`src/rtl/cond_eval_pkg.sv`:
```
package cond_eval_pkg;

    localparam int COND_W   = 4;
    localparam int NUM_COND = 1 << COND_W;
    localparam int NUM_PAIR = NUM_COND / 2;

    typedef enum logic [COND_W-1:0] {
        CC_ZSET  = 4'h0,
        CC_ZCLR  = 4'h1,
        CC_CSET  = 4'h2,
        CC_CCLR  = 4'h3,
        CC_NSET  = 4'h4,
        CC_NCLR  = 4'h5,
        CC_VSET  = 4'h6,
        CC_VCLR  = 4'h7,
        CC_UHI   = 4'h8,
        CC_ULS   = 4'h9,
        CC_SGE   = 4'hA,
        CC_SLT   = 4'hB,
        CC_SGT   = 4'hC,
        CC_SLE   = 4'hD,
        CC_ALWAY = 4'hE,
        CC_NEVER = 4'hF
    } cond_e;

    // Packed so that the first member lands on the most significant bit.
    typedef struct packed {
        logic n;
        logic z;
        logic c;
        logic v;
    } flags_t;

endpackage

```
`src/rtl/cond_predicate.sv`:
```
module cond_predicate
    import cond_eval_pkg::*;
(
    input  flags_t            flags_i,
    input  logic [COND_W-1:0] cond_i,
    output logic              pass_o
);

    // Each even code is a base test; the odd code after it is its inverse.
    logic [NUM_PAIR-1:0] base_d;
    logic [NUM_COND-1:0] all_d;

    always_comb begin
        base_d    = '0;
        base_d[0] = flags_i.z;
        base_d[1] = flags_i.c;
        base_d[2] = flags_i.n;
        base_d[3] = flags_i.v;
        base_d[4] = flags_i.c & ~flags_i.z;
        base_d[5] = (flags_i.n == flags_i.v);
        base_d[6] = ~flags_i.z & (flags_i.n == flags_i.v);
        base_d[7] = 1'b1;
    end

    for (genvar p = 0; p < NUM_PAIR; p++) begin : g_pair
        assign all_d[2*p]   =  base_d[p];
        assign all_d[2*p+1] = ~base_d[p];
    end

    assign pass_o = all_d[cond_i];

endmodule

```
`src/rtl/cond_flag_store.sv`:
```
module cond_flag_store
    import cond_eval_pkg::*;
(
    input  logic   clk,
    input  logic   rst,
    input  logic   load_i,
    input  flags_t flags_i,
    output flags_t flags_o
);

    typedef struct packed {
        flags_t flags;
    } store_s;

    store_s st_d, st_q;

    always_comb begin
        st_d = st_q;
        if (load_i) begin
            st_d.flags = flags_i;
        end
    end

    always_ff @(posedge clk) begin
        if (rst) begin
            st_q <= '0;
        end else begin
            st_q <= st_d;
        end
    end

    assign flags_o = st_q.flags;

endmodule

```
`src/rtl/cond_exec_gate.sv`:
```
module cond_exec_gate
    import cond_eval_pkg::*;
(
    input  logic              clk,
    input  logic              rst,
    input  logic [COND_W-1:0] cond_i,
    input  logic              set_flags_i,
    input  logic              compare_i,
    input  logic [3:0]        alu_flags_i,
    output logic              permit_o,
    output logic [3:0]        flags_o
);

    flags_t cur_q;
    flags_t alu_d;
    logic   pass_d;
    logic   load_d;

    assign alu_d = flags_t'(alu_flags_i);

    cond_predicate u_pred (
        .flags_i (cur_q),
        .cond_i  (cond_i),
        .pass_o  (pass_d)
    );

    // A squashed instruction must not disturb the flags.
    always_comb begin
        load_d = (set_flags_i | compare_i) & pass_d;
    end

    cond_flag_store u_store (
        .clk     (clk),
        .rst     (rst),
        .load_i  (load_d),
        .flags_i (alu_d),
        .flags_o (cur_q)
    );

    assign permit_o = pass_d;
    assign flags_o  = cur_q;

    p_reset_clear_r1: assert property (@(posedge clk)
        rst |=> flags_o == 4'b0000);

    p_setflags_load_r2: assert property (@(posedge clk) disable iff (rst)
        (set_flags_i && permit_o) |=> flags_o == $past(alu_flags_i));

    p_compare_load_r3: assert property (@(posedge clk) disable iff (rst)
        (compare_i && permit_o) |=> flags_o == $past(alu_flags_i));

    p_idle_hold_r4: assert property (@(posedge clk) disable iff (rst)
        (!set_flags_i && !compare_i) |=> $stable(flags_o));

    p_squash_hold_r5: assert property (@(posedge clk) disable iff (rst)
        !permit_o |=> $stable(flags_o));

    p_always_pass_r9: assert property (@(posedge clk) disable iff (rst)
        cond_i == CC_ALWAY |-> permit_o);

    p_never_pass_r9: assert property (@(posedge clk) disable iff (rst)
        cond_i == CC_NEVER |-> !permit_o);

endmodule

```
`config.mk`:
```
export PLATFORM = sky130hd
export DESIGN_NAME = cond_exec_gate
export DESIGN_NICKNAME = d
export VERILOG_FILES = /design/src/rtl/cond_eval_pkg.sv /design/src/rtl/cond_predicate.sv /design/src/rtl/cond_flag_store.sv /design/src/rtl/cond_exec_gate.sv
export SDC_FILE = /design/constraint.sdc
export NUM_CORES = 1
export LEC_CHECK = 0
export CAP_MARGIN = 20
export CELL_PAD_IN_SITES_DETAIL_PLACEMENT = 0
export CELL_PAD_IN_SITES_GLOBAL_PLACEMENT = 1
export CORE_AREA = 10 10 47 49
export CTS_CLUSTER_SIZE = 14
export DETAILED_ROUTE_END_ITERATION = 12
export DIE_AREA = 0 0 57 59
export MAX_ROUTING_LAYER = met4
export PLACE_DENSITY = 0.7
export SLEW_MARGIN = 10
export SYNTH_ARGS = -nofsm -noshare
export SYNTH_HDL_FRONTEND = slang
export SYNTH_HIERARCHICAL = 1
export SYNTH_SLANG_ARGS = --single-unit
```
`constraint.sdc`:
```
create_clock -name clk -period 2.1 [get_ports clk]
set_input_delay 0.42 -clock clk [delete_from_list [all_inputs] [get_ports clk]]
set_output_delay 0.42 -clock clk [all_outputs]
set_load 0.02 [all_outputs]
```
==> results of run 1 <==
==> repair_timing <==
| item | in CTS | in global routing |
|---|---|---|
| endpoints found under the setup margin | 5 | 1 |
| gates resized for setup | 9 | 4 |
| hold buffers | 0 | 0 |
| pin swaps | 1 | 1 |
==> tightest hold or removal path, cell delays in order (launching register included) <==
cell	delay [ps]
dfxtp_1	320
mux2i_1	130
nor2_1	50
==> path summary, 6_finish.rpt <==
path	from	endpoint	slack (ps)
setup reg to reg	u_store/flags_o[3]	u_store/flags_o[0]	370
hold reg to reg	u_store/flags_o[2]	u_store/flags_o[2]	560
hold / removal	u_store/flags_o[2]	u_store/flags_o[2]	560
setup / recovery	cond_i[1]	permit_o	100
==> per-stage QoR <==
stage / total power, mW / utilization (%) / TNS (ps) / area, µm²
finish: 0.2995 / 31.96 / 0 / 447.9
floorplan: 0.1499 / - / 0 / 230.2
CTS: 0.3073 / 31.70 / 0 / 444.2
global route: 0.3229 / 31.96 / 0 / 447.9
global placement: 0.2086 / 30.00 / -2125 / 420.4
detailed placement: 0.2081 / 30.00 / -2254 / 420.4
==> placed cells by master, fill, tap and decap left out, drive strengths merged, types with 2 or more instances in the layout <==
cell | synthesis | layout
xor2 | 2 | 2
clkdlybuf4s50 | 0 | 12
nor2 | 5 | 5
buf | 0 | 3
dfxtp | 4 | 4
clkbuf | 1 | 4
mux2i | 6 | 6
==> layout make-up <==
class | count | share of cell area (%)
Clock buffer | 3 | 5.028
Multi-Input combinational cell | 20 | 34.92
Sequential cell | 4 | 17.88
Tap cell | 16 | 4.469
Timing Repair Buffer | 18 | 37.71
==> layer usage <==
| layer | up-vias | GRT usage (%) | routed length, µm |
|---|---|---|---|
| li1 | 128 | - | - |
| met1 | 116 | 4.410 | 315 |
| met2 | 11 | 6.977 | 363 |
| met3 | 0 | 3.219 | 67 |
| met4 | 0 | 4.027 | 0 |
| met5 | - | - | 0 |
==> cell families after synthesis <==
| group | Yosys count | synth area share, % |
|---|---|---|
| flops | 4 | 34.78 |
| mux | 6 | 26.09 |
| simple gates | 8 | 15.22 |
| xor+xnor | 3 | 11.42 |
| buf+inv | 1 | 2.172 |
| compound gates | 3 | 10.33 |
==> power by group <==
group / switching [mW] / internal (mW)
Clock: 0.0299 / 0.0638
Sequential: 0.00771 / 0.0846
Combinational: 0.0498 / 0.0636
==> run_results.csv, run 1 <==
group,metric,value,unit
yosys,synth_area_leaders,"dfxtp_1 35%, mux2i_1 26%, nor2_1 8.2%, xor2_1 7.6%, a311oi_1 3.8%",
worst_setup_path,cp-start-kind,"input port",
power_and_ir_drop,power_density,668.6,nW/µm²
yosys,synthCells,25,
sta,maxSlewHeadroom,84.16,%
yosys,yosys_warnings,6,
routing,dr_total_vias,255,
clocking,ctsHtreeMaxLevel,1,
worst_setup_path,crit_type,"input port to output pin",
worst_setup_path,worstPathArrival,1580,ps
clocking,clk_latency,230,ps
global_route,antenna_found_initial,0,
sta,fmax,0.5003,GHz
clocking,cts_sinks,4,
worst_hold_path,hold_path_class,"register to register",
clocking,cts-root-buf,"clkbuf_4",
clocking,max-clock-path-buffers,2,
yosys,syn_area_per_cell,9.209,µm²
run_status,outcome,"completed",
finish,multiInputGateArea,156.4,µm²
clocking,cts_buffers,3,
floorplanning,ios,17,
floorplanning,die_h,59,µm
finish,layout.cells.non_filler,61,
yosys,yosysSeqAreaShare,34.78,%
worst_setup_path,crit_slowest_cell,"a311oi_2",
floorplanning,initial_core_util,16.43,%
global_route,grt_remaining_overflow,0,
yosys,synth_edf_count,0,
worst_setup_path,crit_fanout,4,
sta,hold_ws,556.4,ps
global_route,grt_pass1_vias,276,
sta,tightest_slew,237.6,ps
placed_design,io_buffers,16,
sta,final-hold-violation-count,0,
worst_setup_path,path_depth,6,
finish,largest_register_ff_count,4,
floorplanning,rows,14,
global_route,grt_pass1_wl,1193,µm
finish,drive_gt1_share,20.00,%
power_and_ir_drop,ir_worst_vdd,235.0,µV
routing,ant_nets,0,
sta,rsz0062_at_grt,"no",
worst_setup_path,required,1680,ps
worst_setup_path,slowest_delay,300,ps
yosys,syn_area,230.2,µm²
finish,diodes,0,
finish,fin_nets,59,
sta,fin_ws,101.1,ps
yosys,ys_seq_elements,4,
finish,nFillCells,156,
yosys,yosys.area.top_type,"dfxtp_1",
worst_setup_path,worstSetupEndpointType,"output pin",
sta,finClkSkew,3.199,ps
sta,period_share,95.18,%
yosys,ys_top_cells_by_count,"6 x mux2i_1, 5 x nor2_1, 4 x dfxtp_1, 2 x xor2_1",
sta,slew_violations,0,
floorplanning,die_area,3363,µm²
routing,drc_errors,0,
job,cap_violations,0,
finish,regArea,80.08,µm²
global_route,grt_max_degree,5,
floorplanning,core_area,1401,µm²
sta,setup_viol,0,
finish,syn_to_final_growth,94.57,%
worst_setup_path,cp_cell_sequence,"dlygate4sd2_1 > xor2_1 > nand2_1 > a311oi_2 > xnor2_1 > buf_4",
routing,wl,746,µm
yosys,synthArstFlopShare,0,%
sta,period_needed,1999,ps
worst_setup_path,rr_worst_depth,7,
clocking,cts_post_setup_buffers_inserted,0,
floorplanning,die_x,57,µm
worst_hold_path,hold_path_depth,2,
clocking,cts_tree,"built",
yosys,synth-main-ff-cell,"dfxtp_1",
yosys,synth.top_cell.area_share,34.78,%
routing,firstDrtPassIters,1,
routing,vias_per_cell,4.180,
global_route,grtUsageTotal,4.849,%
routing,drtIter0Drc,0,
power_and_ir_drop,p_leak,0.1960,nW
placed_design,place_congestion,0.6660,
yosys,synth_cell_type_count,12,
yosys,yosysMostFrequentCell,"mux2i_1",
yosys,syn_nets,37,
worst_setup_path,critPathBufInv,2,
clocking,cts.clk_slew.worst_paths,30,ps
worst_setup_path,cp_top_family,"buffers and inverters",
placed_design,place_inst,58,
routing,wire_per_inst,12.23,µm
placed_design,preCtsSetupSlack,-749.6,ps
No activity file was read; power rests on OpenSTA's default activity.
==> inputs of run 2 (changes only) <==
--- a/config.mk
+++ b/config.mk
@@ -14,6 +14,7 @@
 export DIE_AREA = 0 0 57 59
 export MAX_ROUTING_LAYER = met4
 export PLACE_DENSITY = 0.7
+export RECOVER_POWER = 50
 export SLEW_MARGIN = 10
 export SYNTH_ARGS = -nofsm -noshare
 export SYNTH_HDL_FRONTEND = slang
==> run_results.csv, run 2 (same netlist as run 1, synthesis figures left out) <==
group,metric,value,unit
power_and_ir_drop,power_density,661.0,nW/µm²
clocking,cts_buffers,3,
placed_design,placed_area,420.4,µm²
worst_setup_path,cp_cell_sequence,"dlygate4sd2_1 > xor2_1 > nand2_1 > a311oi_2 > xnor2_1 > buf_4",
worst_setup_path,worstPathArrival,1580,ps
sta,finClkSkew,2.913,ps
worst_hold_path,hold_start,"u_store/flags_o[2]",
floorplanning,die_h,59,µm
routing,drtIter0Drc,0,
worst_setup_path,crit_path_start,"cond_i[1]",
sta,period_share,95.18,%
run_status,outcome,"completed",
finish,layout.cells.non_filler,61,
sta,final-hold-violation-count,0,
sta,slew_violations,0,
global_route,grt_pass1_vias,276,
clocking,max-clock-path-buffers,2,
placed_design,io_buffers,16,
clocking,cts_tree,"built",
finish,layout_commonest_cell,"clkdlybuf4s50_1",
routing,dr_total_vias,255,
routing,ant_nets,0,
global_route,grtUsageTotal,4.849,%
sta,tns,0,ps
global_route,grt_max_degree,5,
sta,period_needed,1999,ps
clocking,cts-root-buf,"clkbuf_4",
clocking,cts_sinks,4,
finish,syn_to_final_growth,94.57,%
clocking,cts.clk_slew.worst_paths,30,ps
worst_hold_path,hold_path_class,"register to register",
clocking,cts_post_setup_buffers_inserted,0,
clocking,hold_buffers,0,
worst_setup_path,slowest_delay,300,ps
worst_setup_path,critPathBufInv,2,
routing,wl,743,µm
sta,maxSlewHeadroom,84.15,%
finish,nFillCells,156,
clocking,clk_latency,230,ps
routing,wire_per_inst,12.18,µm
floorplanning,ios,17,
clocking,ctsHtreeMaxLevel,1,
worst_setup_path,worstSetupEndpointType,"output pin",
floorplanning,rows,14,
global_route,grt_remaining_overflow,0,
floorplanning,core_area,1401,µm²
worst_setup_path,crit_fanout,4,
worst_setup_path,rr_startpoint,"u_store/flags_o[3]",
routing,firstDrtPassIters,1,
placed_design,place_congestion,0.6660,
sta,rsz0062_at_grt,"no",
worst_setup_path,required,1680,ps
sta,fmax,0.5003,GHz
finish,design_area,447.9,µm²
sta,setup_viol,0,
worst_setup_path,crit_type,"input port to output pin",
placed_design,place_inst,58,
floorplanning,die_area,3363,µm²
finish,final_cell_mix,"8 x clkdlybuf4s50_1, 6 x mux2i_1, 5 x nor2_1",
worst_setup_path,cp_top_family,"buffers and inverters",
routing,vias_per_cell,4.180,
floorplanning,die_x,57,µm
finish,drive_gt1_share,20.00,%
job,cap_violations,0,
worst_setup_path,crit_slowest_cell,"a311oi_2",
power_and_ir_drop,p_leak,0.2068,nW
finish,largest_register_ff_count,4,
global_route,grt_pass1_wl,1193,µm
finish,diodes,0,
power_and_ir_drop,ir_worst_vdd,234.5,µV
floorplanning,initial_core_util,16.43,%
finish,fin_nets,59,
worst_setup_path,cp-start-kind,"input port",
sta,tightest_slew,237.8,ps
global_route,antenna_found_initial,0,
routing,drc_errors,0,
==> run 2: final timing paths <==
check | to | slack (ps) | depth (start not counted)
max | permit_o | 100 | 6
min | u_store/flags_o[2] | 550 | 2
max reg2reg | u_store/flags_o[0] | 370 | 7
min reg2reg | u_store/flags_o[2] | 550 | 2
==> run 2: layout make-up <==
| type | count | area [µm²] | area share (%) |
|---|---|---|---|
| clock buffers | 3 | 22.52 | 5.028 |
| flip-flops and latches | 4 | 80.08 | 17.88 |
| multi-input cells | 20 | 156.4 | 34.92 |
| repair buffers | 18 | 168.9 | 37.71 |
| well taps | 16 | 20.02 | 4.469 |
==> run 2: where the power goes <==
part | internal (mW) | total (mW) | switching, mW
combinational | 0.0608 | 0.110 | 0.0496
clock | 0.0638 | 0.0936 | 0.0298
sequential | 0.0846 | 0.0921 | 0.00751
==> run 2: what timing repair did <==
action / in CTS / in global routing
gates resized for setup: 9 / 4
pin swaps: 1 / 1
setup endpoints to repair: 5 / 1
==> run 2: metrics by stage <==
stage	util (%)	hold WS, ps	setup slack [ps]	power (mW)
finish	31.96	553.3	101.1	0.2961
global route	31.96	596.4	10.61	0.3197
CTS	31.70	559.6	42.63	0.3073
detailed placement	30.00	549.5	-749.6	0.2081
global placement	30.00	552.9	-715.9	0.2086
floorplan	-	492.4	142.7	0.1499
==> run 2: worst reg2reg max path: cells and delay by family (launching register included) <==
kind,cells,cell delay (ps)
compound gates,2,590
simple gates,2,120
xor+xnor,2,320
mux,1,230
flops,1,370
==> run 2: layer usage <==
layer / track usage [%] / routed length, µm / vias up
met5: - / 0 / -
met4: 4.027 / 0 / 0
met3: 3.219 / 67 / 0
met2: 6.977 / 364 / 11
met1: 4.410 / 312 / 116
li1: - / - / 128
==> inputs of run 3 (changes only) <==
--- a/config.mk
+++ b/config.mk
@@ -8,10 +8,11 @@
 export CAP_MARGIN = 20
 export CELL_PAD_IN_SITES_DETAIL_PLACEMENT = 0
 export CELL_PAD_IN_SITES_GLOBAL_PLACEMENT = 1
-export CORE_AREA = 10 10 47 49
+export CORE_AREA = 3 3 40 42
 export CTS_CLUSTER_SIZE = 14
 export DETAILED_ROUTE_END_ITERATION = 12
-export DIE_AREA = 0 0 57 59
+export DIE_AREA = 0 0 43 45
+export GPL_ROUTABILITY_DRIVEN = 1
 export MAX_ROUTING_LAYER = met4
 export PLACE_DENSITY = 0.7
 export RECOVER_POWER = 50
==> run_results.csv, run 3 (same netlist as run 1, synthesis figures left out) <==
group,metric,value,unit
finish,fin_nets,60,
routing,drc_errors,0,
routing,firstDrtPassIters,2,
worst_hold_path,hold_path_depth,2,
finish,largest_register_ff_count,4,
global_route,grt_remaining_overflow,0,
routing,wl,663,µm
sta,period_needed,1935,ps
floorplanning,die_h,45,µm
clocking,cts.clk_slew.worst_paths,30,ps
worst_hold_path,worstHoldEndpoint,"u_store/flags_o[2]",
worst_setup_path,crit_fanout,4,
floorplanning,rows,13,
placed_design,place_congestion,0.6921,
finish,nFillCells,154,
sta,maxSlewHeadroom,84.18,%
clocking,cts_buffers,3,
worst_setup_path,crit_type,"input port to output pin",
routing,drtIter0Drc,3,
clocking,cts_tree,"built",
finish,design_area,455.4,µm²
power_and_ir_drop,p_leak,0.2122,nW
sta,slew_violations,0,
finish,layout.cells.non_filler,61,
floorplanning,ios,17,
global_route,grt_pass1_wl,1124,µm
floorplanning,die_area,1935,µm²
worst_hold_path,hold_path_class,"register to register",
global_route,grt_max_degree,5,
routing,wire_per_inst,10.87,µm
routing,dr_total_vias,268,
sta,tns,0,ps
global_route,grt_pass1_vias,286,
worst_setup_path,worstPathArrival,1520,ps
floorplanning,core_area,1285,µm²
worst_setup_path,worstSetupEndpointType,"output pin",
worst_setup_path,rr_worst_depth,8,
global_route,grtUsageTotal,8.483,%
clocking,cts-root-buf,"clkbuf_4",
finish,layout_commonest_cell,"clkdlybuf4s50_1",
placed_design,io_buffers,16,
finish,final_cell_mix,"8 x clkdlybuf4s50_1, 6 x mux2i_1, 5 x nor2_1",
sta,rsz0062_at_grt,"no",
finish,syn_to_final_growth,97.83,%
finish,diodes,0,
placed_design,dp_hpwl,487.6,µm
clocking,clk_latency,230,ps
run_status,outcome,"completed",
worst_hold_path,hold_start,"u_store/flags_o[2]",
worst_setup_path,r2r_setup_slack,380,ps
placed_design,placed_area,426.7,µm²
power_and_ir_drop,ir_worst_vdd,311.0,µV
placed_design,preCtsSetupSlack,-696.1,ps
clocking,ctsHtreeMaxLevel,1,
worst_setup_path,rr_endpoint,"u_store/flags_o[3]",
worst_setup_path,rr_startpoint,"u_store/flags_o[0]",
job,cap_violations,0,
clocking,cts_sinks,4,
sta,setup_viol,0,
sta,fin_ws,164.7,ps
sta,tightest_slew,235.5,ps
clocking,max-clock-path-buffers,2,
sta,period_share,92.16,%
sta,fmax,0.5167,GHz
routing,ant_nets,0,
power_and_ir_drop,power_density,660.2,nW/µm²
sta,final-hold-violation-count,0,
floorplanning,die_x,43,µm
worst_setup_path,required,1680,ps
sta,finClkSkew,4.074,ps
routing,vias_per_cell,4.393,
placed_design,place_inst,58,
finish,drive_gt1_share,23.91,%
worst_setup_path,cp-start-kind,"input port",
floorplanning,initial_core_util,17.92,%
global_route,antenna_found_initial,0,
-- run 3: cell count changes in the layout (fill, tap and decap cells not counted) --
cell,before,now
o21a_2,0,1
buf_4,3,4
o21a_1,1,0
-- run 3: where the power goes --
group / internal [mW] / switching [mW] / total, mW
Sequential: 0.0846 / 0.00749 / 0.0921
Clock: 0.0637 / 0.0286 / 0.0923
Combinational: 0.0661 / 0.0501 / 0.116
Total: 0.214 / 0.0862 / 0.301
-- run 3: area by class of cell --
cell class / count / area [µm²] / share of cell area (%)
clock buffer: 3 / 22.52 / 4.945
multi-input combinational: 20 / 157.7 / 34.62
sequential: 4 / 80.08 / 17.58
tap: 15 / 18.77 / 4.121
timing repair buffer: 19 / 176.4 / 38.74
-- run 3: how the worst max path moves through the flow --
stage / start / end / depth (start not counted)
2_1_floorplan: u_store/flags_o[3] / u_store/flags_o[0] / 8
3_3_place_gp: cond_i[2] / permit_o / 6
3_5_place_dp: cond_i[2] / permit_o / 6
4_1_cts: cond_i[2] / permit_o / 6
5_1_grt: cond_i[1] / permit_o / 6
6_report: cond_i[1] / permit_o / 6
-- run 3: metal layers --
metal | part of all wire, % | vias to the layer above | GRT usage, %
li1 | - | 132 | -
met1 | 36 | 121 | 7.452
met2 | 48 | 13 | 12.87
met3 | 14 | 2 | 5.179
met4 | 1.2 | 0 | 7.229
met5 | 0 | - | -
-- run 3: timing repair --
item / 4_1_cts / 5_1_grt
hold endpoints to repair: 0 / 0
pin swaps: 0 / 1
hold buffers: 0 / 0
setup buffers: 0 / 0
endpoints found under the setup margin: 5 / 5
resized for setup: 9 / 5
cloned: 0 / 0
-- run 3: through the flow --
step / hold WS, ps / utilization [%] / total power, mW
after floorplan: 492.4 / - / 0.1499
after global placement: 540.8 / 33.20 / 0.2120
after detailed placement: 546.0 / 33.20 / 0.2123
after CTS: 557.0 / 35.05 / 0.3109
after global routing: 582.3 / 35.44 / 0.3254
final: 548.8 / 35.44 / 0.3007
-- run 3: critical path, stage by stage --
cell and delay [ps]:
dlygate4sd2_1 270, xor2_1 160, nand2_1 80, a311oi_2 230, xnor2_1 170, buf_4 170
